[src/rtl/spi_eng_pkg.sv]
package spi_eng_pkg;
  localparam int ENG_DATA_W = 16;
  localparam int ENG_IDX_W  = $clog2(ENG_DATA_W);

  // strobes from the sequencer to the shift datapath
  typedef struct packed {
    logic                 load;     // word accepted this cycle
    logic                 tick;     // half-period ends, sck edge this cycle
    logic                 leading;  // the edge about to happen leaves the idle level
    logic                 wordEnd;  // final edge of the word
    logic                 abort;    // engine not allowed to run
    logic                 idle;     // no word in progress
    logic [ENG_IDX_W-1:0] bitIdx;   // bit number within the word
  } engStrobes_t;
endpackage

[src/rtl/spi_eng_ctrl.sv]
module spi_eng_ctrl
  import spi_eng_pkg::*;
#(
  parameter int DIV_W   = 16,
  parameter int MIN_DIV = 7
) (
  input  logic                 clk,
  input  logic                 rstN,
  input  logic                 active,
  input  logic                 txValid,
  input  logic [ENG_IDX_W-1:0] widthM1,
  input  logic [DIV_W-1:0]     divider,
  output logic                 txReady,
  output engStrobes_t          st
);
  localparam logic [DIV_W-1:0] MIN_LAST = DIV_W'(MIN_DIV - 1);

  logic                 busy;
  logic [DIV_W-1:0]     halfCnt;
  logic [ENG_IDX_W:0]   edgeIdx;
  logic [DIV_W-1:0]     lastCnt;
  logic                 tick;
  logic                 wordEnd;
  logic                 load;

  // divider 0 wraps to the full counter range; small values clamp
  always_comb begin
    if (divider != '0 && divider < DIV_W'(MIN_DIV)) lastCnt = MIN_LAST;
    else                                            lastCnt = divider - DIV_W'(1);
  end

  assign tick    = active && busy && (halfCnt == lastCnt);
  assign wordEnd = tick && (edgeIdx == {widthM1, 1'b1});
  assign txReady = active && (!busy || wordEnd);
  assign load    = txReady && txValid;

  always_ff @(posedge clk or negedge rstN) begin
    if (!rstN) begin
      busy    <= 1'b0;
      halfCnt <= '0;
      edgeIdx <= '0;
    end else if (!active) begin
      busy    <= 1'b0;
      halfCnt <= '0;
      edgeIdx <= '0;
    end else if (load) begin
      busy    <= 1'b1;
      halfCnt <= '0;
      edgeIdx <= '0;
    end else if (wordEnd) begin
      busy    <= 1'b0;
      halfCnt <= '0;
    end else if (tick) begin
      halfCnt <= '0;
      edgeIdx <= edgeIdx + 1'b1;
    end else if (busy) begin
      halfCnt <= halfCnt + DIV_W'(1);
    end
  end

  always_comb begin
    st.load    = load;
    st.tick    = tick;
    st.leading = ~edgeIdx[0];
    st.wordEnd = wordEnd;
    st.abort   = !active;
    st.idle    = !busy;
    st.bitIdx  = edgeIdx[ENG_IDX_W:1];
  end
endmodule

[src/rtl/spi_eng_dp.sv]
module spi_eng_dp
  import spi_eng_pkg::*;
(
  input  logic                  clk,
  input  logic                  rstN,
  input  engStrobes_t           st,
  input  logic [ENG_DATA_W-1:0] txData,
  input  logic                  miso,
  input  logic                  cpol,
  input  logic                  cpha,
  input  logic                  msbFirst,
  input  logic                  loopEn,
  input  logic [ENG_IDX_W-1:0]  widthM1,
  output logic                  sck,
  output logic                  mosi,
  output logic [ENG_DATA_W-1:0] rxData,
  output logic                  rxDone
);
  logic [ENG_DATA_W-1:0] txWord;
  logic [ENG_DATA_W-1:0] rxWord;
  logic [ENG_DATA_W-1:0] rxMerged;
  logic [ENG_IDX_W-1:0]  curPos;
  logic [ENG_IDX_W-1:0]  nextPos;
  logic                  sampleNow;
  logic                  driveNow;
  logic                  driveBit;
  logic                  firstBit;
  logic                  inBit;

  function automatic logic [ENG_IDX_W-1:0] posOf(input logic [ENG_IDX_W-1:0] idx,
                                                 input logic msb,
                                                 input logic [ENG_IDX_W-1:0] top);
    return msb ? (top - idx) : idx;
  endfunction

  assign curPos    = posOf(st.bitIdx, msbFirst, widthM1);
  assign nextPos   = posOf(st.bitIdx + 1'b1, msbFirst, widthM1);
  assign sampleNow = st.tick && (st.leading ^ cpha);
  assign driveNow  = st.tick && (cpha ? st.leading : (!st.leading && (st.bitIdx != widthM1)));
  assign driveBit  = cpha ? txWord[curPos] : txWord[nextPos];
  assign firstBit  = msbFirst ? txData[widthM1] : txData[0];
  assign inBit     = loopEn ? mosi : miso;

  always_comb begin
    rxMerged = rxWord;
    if (sampleNow) rxMerged[curPos] = inBit;
  end

  always_ff @(posedge clk or negedge rstN) begin
    if (!rstN) begin
      sck    <= 1'b0;
      mosi   <= 1'b0;
      txWord <= '0;
      rxWord <= '0;
      rxData <= '0;
      rxDone <= 1'b0;
    end else begin
      rxDone <= st.wordEnd;
      if (st.wordEnd) rxData <= rxMerged;
      if (st.abort || (st.idle && !st.load)) begin
        sck <= cpol;
      end else if (st.load) begin
        sck    <= cpol;
        txWord <= txData;
        rxWord <= '0;
        if (!cpha) mosi <= firstBit;
      end else if (st.tick) begin
        sck    <= ~sck;
        rxWord <= rxMerged;
        if (driveNow) mosi <= driveBit;
      end
    end
  end
endmodule

[src/rtl/spi_shift_engine.sv]
module spi_shift_engine
  import spi_eng_pkg::*;
#(
  parameter int DIV_W   = 16,
  parameter int MIN_DIV = 7
) (
  input  logic                  clk,
  input  logic                  rstN,
  input  logic                  cfgEnable,
  input  logic                  cfgMaster,
  input  logic                  cfgSoftReset,
  input  logic                  cfgCpol,
  input  logic                  cfgCpha,
  input  logic                  cfgMsbFirst,
  input  logic                  cfgLoop,
  input  logic [ENG_IDX_W-1:0]  cfgWidthM1,
  input  logic [DIV_W-1:0]      cfgDivider,
  input  logic                  txValid,
  input  logic [ENG_DATA_W-1:0] txData,
  output logic                  txReady,
  output logic [ENG_DATA_W-1:0] rxData,
  output logic                  rxDone,
  output logic                  sck,
  output logic                  mosi,
  input  logic                  miso
);
  engStrobes_t strobes;
  logic        active;

  assign active = cfgEnable && cfgMaster && !cfgSoftReset;

  spi_eng_ctrl #(.DIV_W(DIV_W), .MIN_DIV(MIN_DIV)) u_ctrl (
    .clk(clk), .rstN(rstN), .active(active), .txValid(txValid),
    .widthM1(cfgWidthM1), .divider(cfgDivider), .txReady(txReady), .st(strobes)
  );

  spi_eng_dp u_dp (
    .clk(clk), .rstN(rstN), .st(strobes), .txData(txData), .miso(miso),
    .cpol(cfgCpol), .cpha(cfgCpha), .msbFirst(cfgMsbFirst), .loopEn(cfgLoop),
    .widthM1(cfgWidthM1), .sck(sck), .mosi(mosi), .rxData(rxData), .rxDone(rxDone)
  );
endmodule

[config.mk]
export PLATFORM = sky130hd
export DESIGN_NAME = spi_shift_engine
export DESIGN_NICKNAME = d
export VERILOG_FILES = /design/src/rtl/spi_eng_pkg.sv /design/src/rtl/spi_eng_ctrl.sv /design/src/rtl/spi_eng_dp.sv /design/src/rtl/spi_shift_engine.sv
export SDC_FILE = /design/constraint.sdc
export NUM_CORES = 1
export LEC_CHECK = 0
export BUFFER_PORTS_ARGS = -buffer_cell sky130_fd_sc_hd__clkbuf_2
export CAP_MARGIN = 15
export CELL_PAD_IN_SITES_DETAIL_PLACEMENT = 0
export CELL_PAD_IN_SITES_GLOBAL_PLACEMENT = 1
export CORE_ASPECT_RATIO = 0.9
export CORE_MARGIN = 5
export CORE_UTILIZATION = 45
export CTS_CLUSTER_DIAMETER = 200
export DETAILED_ROUTE_END_ITERATION = 10
export PLACE_DENSITY = 0.93
export SYNTH_ARGS = -nofsm -noshare
export SYNTH_HDL_FRONTEND = slang
export SYNTH_SLANG_ARGS = --single-unit
[constraint.sdc]
create_clock -name clk -period 4.8 [get_ports clk]
set_input_delay 0.96 -clock clk [delete_from_list [all_inputs] [get_ports clk]]
set_output_delay 0.96 -clock clk [all_outputs]
set_load 0.005 [all_outputs]
==> results of run 1 <==
stage by stage:
stage               instances   power, W
detailed placement        749  0.0009572
finish                    765   0.001606
global route              765   0.001681
global placement          749  0.0009427
floorplan                 541  0.0008612
CTS                       765   0.001619
final cells by class:
type	instances	area, um2	share of cell area (%)
Timing Repair Buffer	79	427.9	7.283
Tap cell	152	190.2	3.237
Clock buffer	12	266.5	4.536
Clock inverter	4	33.78	0.5750
Sequential cell	73	1827	31.09
Inverter	27	101.3	1.725
Multi-Input combinational cell	418	3029	51.55
per-layer routing:
layer  up-vias  share of wire, %
met1      2059                49
met2       125                45
met5         -                 0
li1       2078                 -
met4         0              0.84
met3        10               5.9
kinds of logic (layout without fill, tap and decap cells):
group                      count (synthesis)  after routing  share of synthesized area (%)
muxes                                     60             60                          14.34
xor gates and xnor gates                  43             43                          7.430
adders and majority gates                 13             13                          3.505
AOI/OAI and AO/OA                        108            108                          14.86
buffers and inverters                     50            122                          4.320
and+or+nand+nor                          194            194                          19.50
DFF                                       73             73                          36.04
power by group through the flow:
stage	clock network, W	logic [W]	registers, W
detailed placement	0	0.000258	0.000699
CTS	0.000672	0.000260	0.000688
finish	0.000658	0.000259	0.000688
global placement	0	0.000248	0.000695
floorplan	0	0.000176	0.000686
global route	0.000703	0.000286	0.000692
cells in the mapped netlist (9+ instances only):
cell,instances,area share [%]
nand4_1,18,2.2
inv_1,27,2.0
xor2_1,24,4.1
dfrtp_1,73,36
mux2i_1,34,6.7
a21oi_1,15,1.5
mux2_4,10,3.0
ha_1,11,2.7
o22ai_1,10,1.2
o21ai_0,33,3.3
xnor2_1,19,3.3
nand2_1,57,4.2
nor2_1,48,3.6
nor3_1,14,1.4
clkbuf_1,14,1.0
mux2_2,11,2.4
nand3_1,15,1.5
a211oi_1,9,1.3
worst max-delay path: stages:
cell and delay [ps]:
clkbuf_2 140, inv_1 110, ha_1 200, nor3b_2 430
xnor2_1 110, a21o_1 190, o21ai_0 390, o2111ai_1 210
or4_1 460, a21boi_0 240, clkbuf_2 160
flip-flops by register name, indices dropped and copies added (netlist names):
signal / cells
u_dp.sck: 1
u_dp.txWord: 16
u_ctrl.halfCnt: 16
u_dp.rxWord: 16
u_ctrl.edgeIdx: 5
u_dp.rxData: 16
u_dp.rxDone: 1
u_dp.mosi: 1
u_ctrl.busy: 1
placed cells by master, fill, tap and decap left out, types with 18 or more instances in the layout:
| cell type | n |
|---|---|
| nand2_1 | 57 |
| inv_1 | 27 |
| nor2_1 | 48 |
| nand4_1 | 18 |
| xnor2_1 | 19 |
| clkbuf_2 | 65 |
| dfrtp_1 | 73 |
| xor2_1 | 24 |
| o21ai_0 | 33 |
| mux2i_1 | 34 |
final timing paths:
check,end,depth (start not counted)
max,txReady,11
min,u_dp.rxData[15],2
max reg2reg,u_dp.txWord[15],9
min reg2reg,u_dp.rxData[15],2
max in group asynchronous,u_dp.sck,2
min in group asynchronous,u_dp.txWord[8],1
==> results_dict.tcl, run 1 <==
set metrics [dict create \
    finalNetCount 668 \
    power.leakage_nw 2.602 \
    io_buffers 66 \
    setup.reg_to_reg.worst_slack_ps 1480 \
    tritoncts.num_buffers 9 \
    dieHeight_um 110.7 \
    pwr-share-seq_pct 42.9 \
    period_minus_slack_ps 4550 \
    cts.reportedPaths.clkPinSlew_ps 60 \
    netlist_area_um2 5069 \
    drt-pass1-iter-count 5 \
    path_max_fanout 7 \
    synthDistinctLibCells 70 \
    placed_area_um2 5569 \
    postSynthNetCount 601 \
    pre_cts_slack_ps 170.0 \
    report.final.setup_viol 0 \
    drt.antenna.violating_nets 0 \
    grt_pass1_vias 4224 \
    globalplace.congestion 0.8255 \
    max-cap-violations 0 \
    std_cell_rows 36 \
    crit_type "in2out" \
    htreeDepth 3 \
    internal_power_w 0.001177 \
    layout.core_utilization_pct 53.68 \
    synth.yosys.seq_area_share_pct 36.04 \
    max_slew.worst_pin.slew_ps 935.4 \
    number_of_antenna_violations_at_the_first_check_in_global_routing 0 \
    cts_num_sinks 73 \
    power_frac_comb_pct 16.2 \
    routed-via-count 4272 \
    cts_tree "yes" \
    areaGrowthSynthToFinish_pct 15.92 \
    clock_latency_of_the_later_clocked_register_in_the_worst_skew_pair_ps 340 \
    hold_ws_ps 474.7 \
    avgViaCountPerCell 5.584 \
    p_per_area_nw_per_um2 273.4 \
    place_hpwl_mm 9.417 \
    switching_share_pct 26.70 \
    finalMaxSlewViolations 0 \
    yosys_register_bits 73 \
    global_route.usage.met3_pct 4.694 \
    maximum_number_of_pins_on_one_net_before_global_route_repair 40 \
    netlist_instances 541 \
    dieWidth_um 121.9 \
    peak_supply_drop_uv 233.0 \
    hold_viol_final 0 \
    critPathRequiredTime_ps 3840 \
    cts-root-buf "clkbuf_16" \
    drt-initial-drc-count 301 \
    final_min_period_over_clock_period_pct 94.80 \
    antennaDiodeCount 0 \
    synthesis.yosys.warnings 0 \
    gr-usage-all-layers_pct 19.07 \
    stdcell_area_um2 5876 \
    cts-hold-fix-buffers 0 \
    run_status "finished clean" \
    drt-wirelength-per-cell_um 16.57 \
    slew_headroom_pct 37.16 \
    cts_post_setup_buffers_inserted 0 \
    most_utilized_layer_in_the_global_route_result "met2" \
    min-delay-start "u_dp.rxData[15]" \
    clk_path_buf_depth 2 \
    first_pass_grt_wire_length_mm 21.01 \
    synth_top_flop_cell "dfrtp_1" \
    fmaxAchievable_mhz 219.8 \
    timing.final.ws_setup_ps 249.6 \
    async_reset_ff_share_pct 100.0 \
    fin_setup_tns_ps 0 \
    floorplan.die_area_um2 13490 \
    worstSetupStartpoint "cfgDivider[0]" \
    drive_gt1_share_pct 23.33 \
    synth_enable_flop_cells 0 \
    filler_cell_count 1008 \
    use_met2_pct 28.87 \
    grt-ovfl-total 0 \
    drt_drc_violations_left 0 \
    design.portCount 67 \
    power.clock.fraction_pct 41.0 \
    r2r_start "u_ctrl.edgeIdx[1]" \
    hold_class "reg2reg" \
    cts_resized 0 \
    critPathArrivalTime_ps 3590 \
    met1_usage_pct 27.74 \
    starting_density_of_the_core_pct 46.31 \
    worstSetupStartpointType "input pin" \
    setup_repair_after_global_routing_missed_its_margin "false" \
    placeableCoreArea_um2 10950 \
    clock_skew_ps 8.850 \
    critical_path.endpoint_type "primary output" \
    routed_wl_mm 12.67 \
    synthesis.area_per_instance_um2 9.369 \
    net_switching_component_of_the_power_w 0.0004289 \
]
No activity file was read; power rests on OpenSTA's default activity.
==> run 2, diff against run 1 <==
--- a/config.mk
+++ b/config.mk
@@ -5,15 +5,15 @@
 export SDC_FILE = /design/constraint.sdc
 export NUM_CORES = 1
 export LEC_CHECK = 0
-export BUFFER_PORTS_ARGS = -buffer_cell sky130_fd_sc_hd__clkbuf_2
 export CAP_MARGIN = 15
 export CELL_PAD_IN_SITES_DETAIL_PLACEMENT = 0
 export CELL_PAD_IN_SITES_GLOBAL_PLACEMENT = 1
 export CORE_ASPECT_RATIO = 0.9
 export CORE_MARGIN = 5
-export CORE_UTILIZATION = 45
+export CORE_UTILIZATION = 50
 export CTS_CLUSTER_DIAMETER = 200
 export DETAILED_ROUTE_END_ITERATION = 10
+export DONT_BUFFER_PORTS = 1
 export PLACE_DENSITY = 0.93
 export SYNTH_ARGS = -nofsm -noshare
 export SYNTH_HDL_FRONTEND = slang
==> results_dict.tcl, run 2 (same netlist as run 1, synthesis figures left out) <==
set metrics [dict create \
    design.portCount 67 \
    htreeDepth 3 \
    setup_repair_after_global_routing_missed_its_margin "false" \
    finalMaxSlewViolations 0 \
    setup.reg_to_reg.worst_slack_ps 1490 \
    fin_setup_tns_ps 0 \
    floorplan.die_area_um2 12250 \
    critical_path.endpoint_type "primary output" \
    cts_num_sinks 73 \
    clk_path_buf_depth 2 \
    peak_supply_drop_uv 248.6 \
    critPathArrivalTime_ps 3360 \
    hold_class "in2async" \
    hold_viol_final 0 \
    fmaxAchievable_mhz 231.7 \
    most-common-layout-cells "dfrtp_1, nand2_1, nor2_1" \
    run_status "finished clean" \
    finalNetCount 600 \
    report.final.setup_viol 0 \
    r2r_start "u_ctrl.busy" \
    crit_type "in2out" \
    slew_headroom_pct 43.74 \
    filler_cell_count 840 \
    starting_density_of_the_core_pct 51.80 \
    drt.antenna.violating_nets 0 \
    pre_cts_slack_ps 480.3 \
    path_buf_inv 1 \
    avgViaCountPerCell 5.972 \
    post-place-cells 655 \
    p_per_area_nw_per_um2 284.7 \
    cts.reportedPaths.clkPinSlew_ps 60 \
    worstSetupStartpointType "input pin" \
    routed-via-count 4007 \
    cts-hold-fix-buffers 0 \
    grt-ovfl-total 0 \
    power.leakage_nw 2.301 \
    routed_wl_mm 12.01 \
    worstPathCellList "inv_1 > ha_1 > nor3b_2 > nand2_1 > xnor2_1 > nor4_1 > o2111ai_1 > or4_1 > a21boi_0" \
    dieHeight_um 105.5 \
    drive_gt1_share_pct 13.58 \
    max-cap-violations 0 \
    grt_pass1_vias 3879 \
    cp_delay_by_family_top "simple AND/OR/NAND/NOR gates" \
    clock_latency_of_the_later_clocked_register_in_the_worst_skew_pair_ps 340 \
    period_minus_slack_ps 4315 \
    worst-r2r-cell-count 7 \
    cts-root-buf "clkbuf_16" \
    globalplace.congestion 0.8957 \
    max_slew.worst_pin.slew_ps 837.5 \
    tritoncts.num_buffers 9 \
    final_min_period_over_clock_period_pct 89.90 \
    maximum_number_of_pins_on_one_net_before_global_route_repair 74 \
    worstSetupStartpoint "cfgDivider[0]" \
    io_buffers 0 \
    placeableCoreArea_um2 9784 \
    drt_drc_violations_left 0 \
    timing.final.ws_setup_ps 484.7 \
    first_pass_grt_wire_length_mm 19.58 \
    cts_tree "yes" \
    cts_post_setup_buffers_inserted 0 \
    place_hpwl_mm 8.949 \
    dieWidth_um 116.1 \
    critPathRequiredTime_ps 3840 \
    critical_path.endpoint "txReady" \
    clock_skew_ps 7.315 \
    critical-path-max-stage-delay_ps 460 \
    drt-initial-drc-count 279 \
    antennaDiodeCount 0 \
    critPathSlowestCell "nor4_1" \
    drt-wirelength-per-cell_um 17.90 \
    gr-usage-all-layers_pct 20.21 \
    drt-pass1-iter-count 5 \
    areaGrowthSynthToFinish_pct 8.270 \
    path_depth 9 \
    std_cell_rows 34 \
    path_max_fanout 7 \
    layout.cells.most_common "dfrtp_1" \
    stdcell_count 671 \
    regToRegEndpoint "u_dp.rxWord[3]" \
    cts_resized 0 \
    number_of_antenna_violations_at_the_first_check_in_global_routing 0 \
]
## run 2: power by group
group / switching (W) / internal (W) / leakage [nW]
clock network: 0.000265 / 0.000401 / 0.137
registers: 0.0000369 / 0.000654 / 0.982
logic: 0.0000944 / 0.000112 / 1.18
total: 0.000396 / 0.00117 / 2.30
## run 2: cell type report
class | count | area, um2 | share of cell area (%)
Clock buffer | 9 | 225.2 | 4.104
Sequential cell | 73 | 1827 | 33.29
Timing Repair Buffer | 11 | 82.58 | 1.505
Clock inverter | 7 | 71.32 | 1.300
Inverter | 27 | 101.3 | 1.847
Multi-Input combinational cell | 418 | 3023 | 55.08
Tap cell | 126 | 157.7 | 2.873
## run 2: how the worst min path moves through the flow
stage	slack (ps)	endpoint	cells after the start
global placement	490	u_dp.rxWord[12]	2
CTS	300	u_dp.txWord[14]	0
floorplan	470	u_dp.rxData[10]	2
finish	320	u_ctrl.halfCnt[4]	0
global route	300	u_ctrl.halfCnt[5]	0
detailed placement	500	u_dp.rxWord[13]	2
## run 2: per-layer routing
metal | share of wire [%] | vias up | GRT usage [%] | wire (um)
li1 | - | 1948 | - | -
met1 | 47 | 1947 | 29.20 | 5687
met2 | 45 | 103 | 29.70 | 5403
met3 | 6.5 | 9 | 5.215 | 778
met4 | 1.2 | 0 | 6.214 | 144
met5 | 0 | - | 0 | 0
## run 2: stage by stage
step / power [W] / utilization, % / hold slack, ps / area (um2)
final: 0.001563 / 56.09 / 316.2 / 5488
after detailed placement: 0.0009062 / 53.06 / 502.2 / 5191
after global placement: 0.0008936 / 53.06 / 491.1 / 5191
after global routing: 0.001629 / 56.09 / 301.2 / 5488
after CTS: 0.001580 / 56.09 / 300.6 / 5488
after floorplan: 0.0008612 / - / 471.1 / 5069
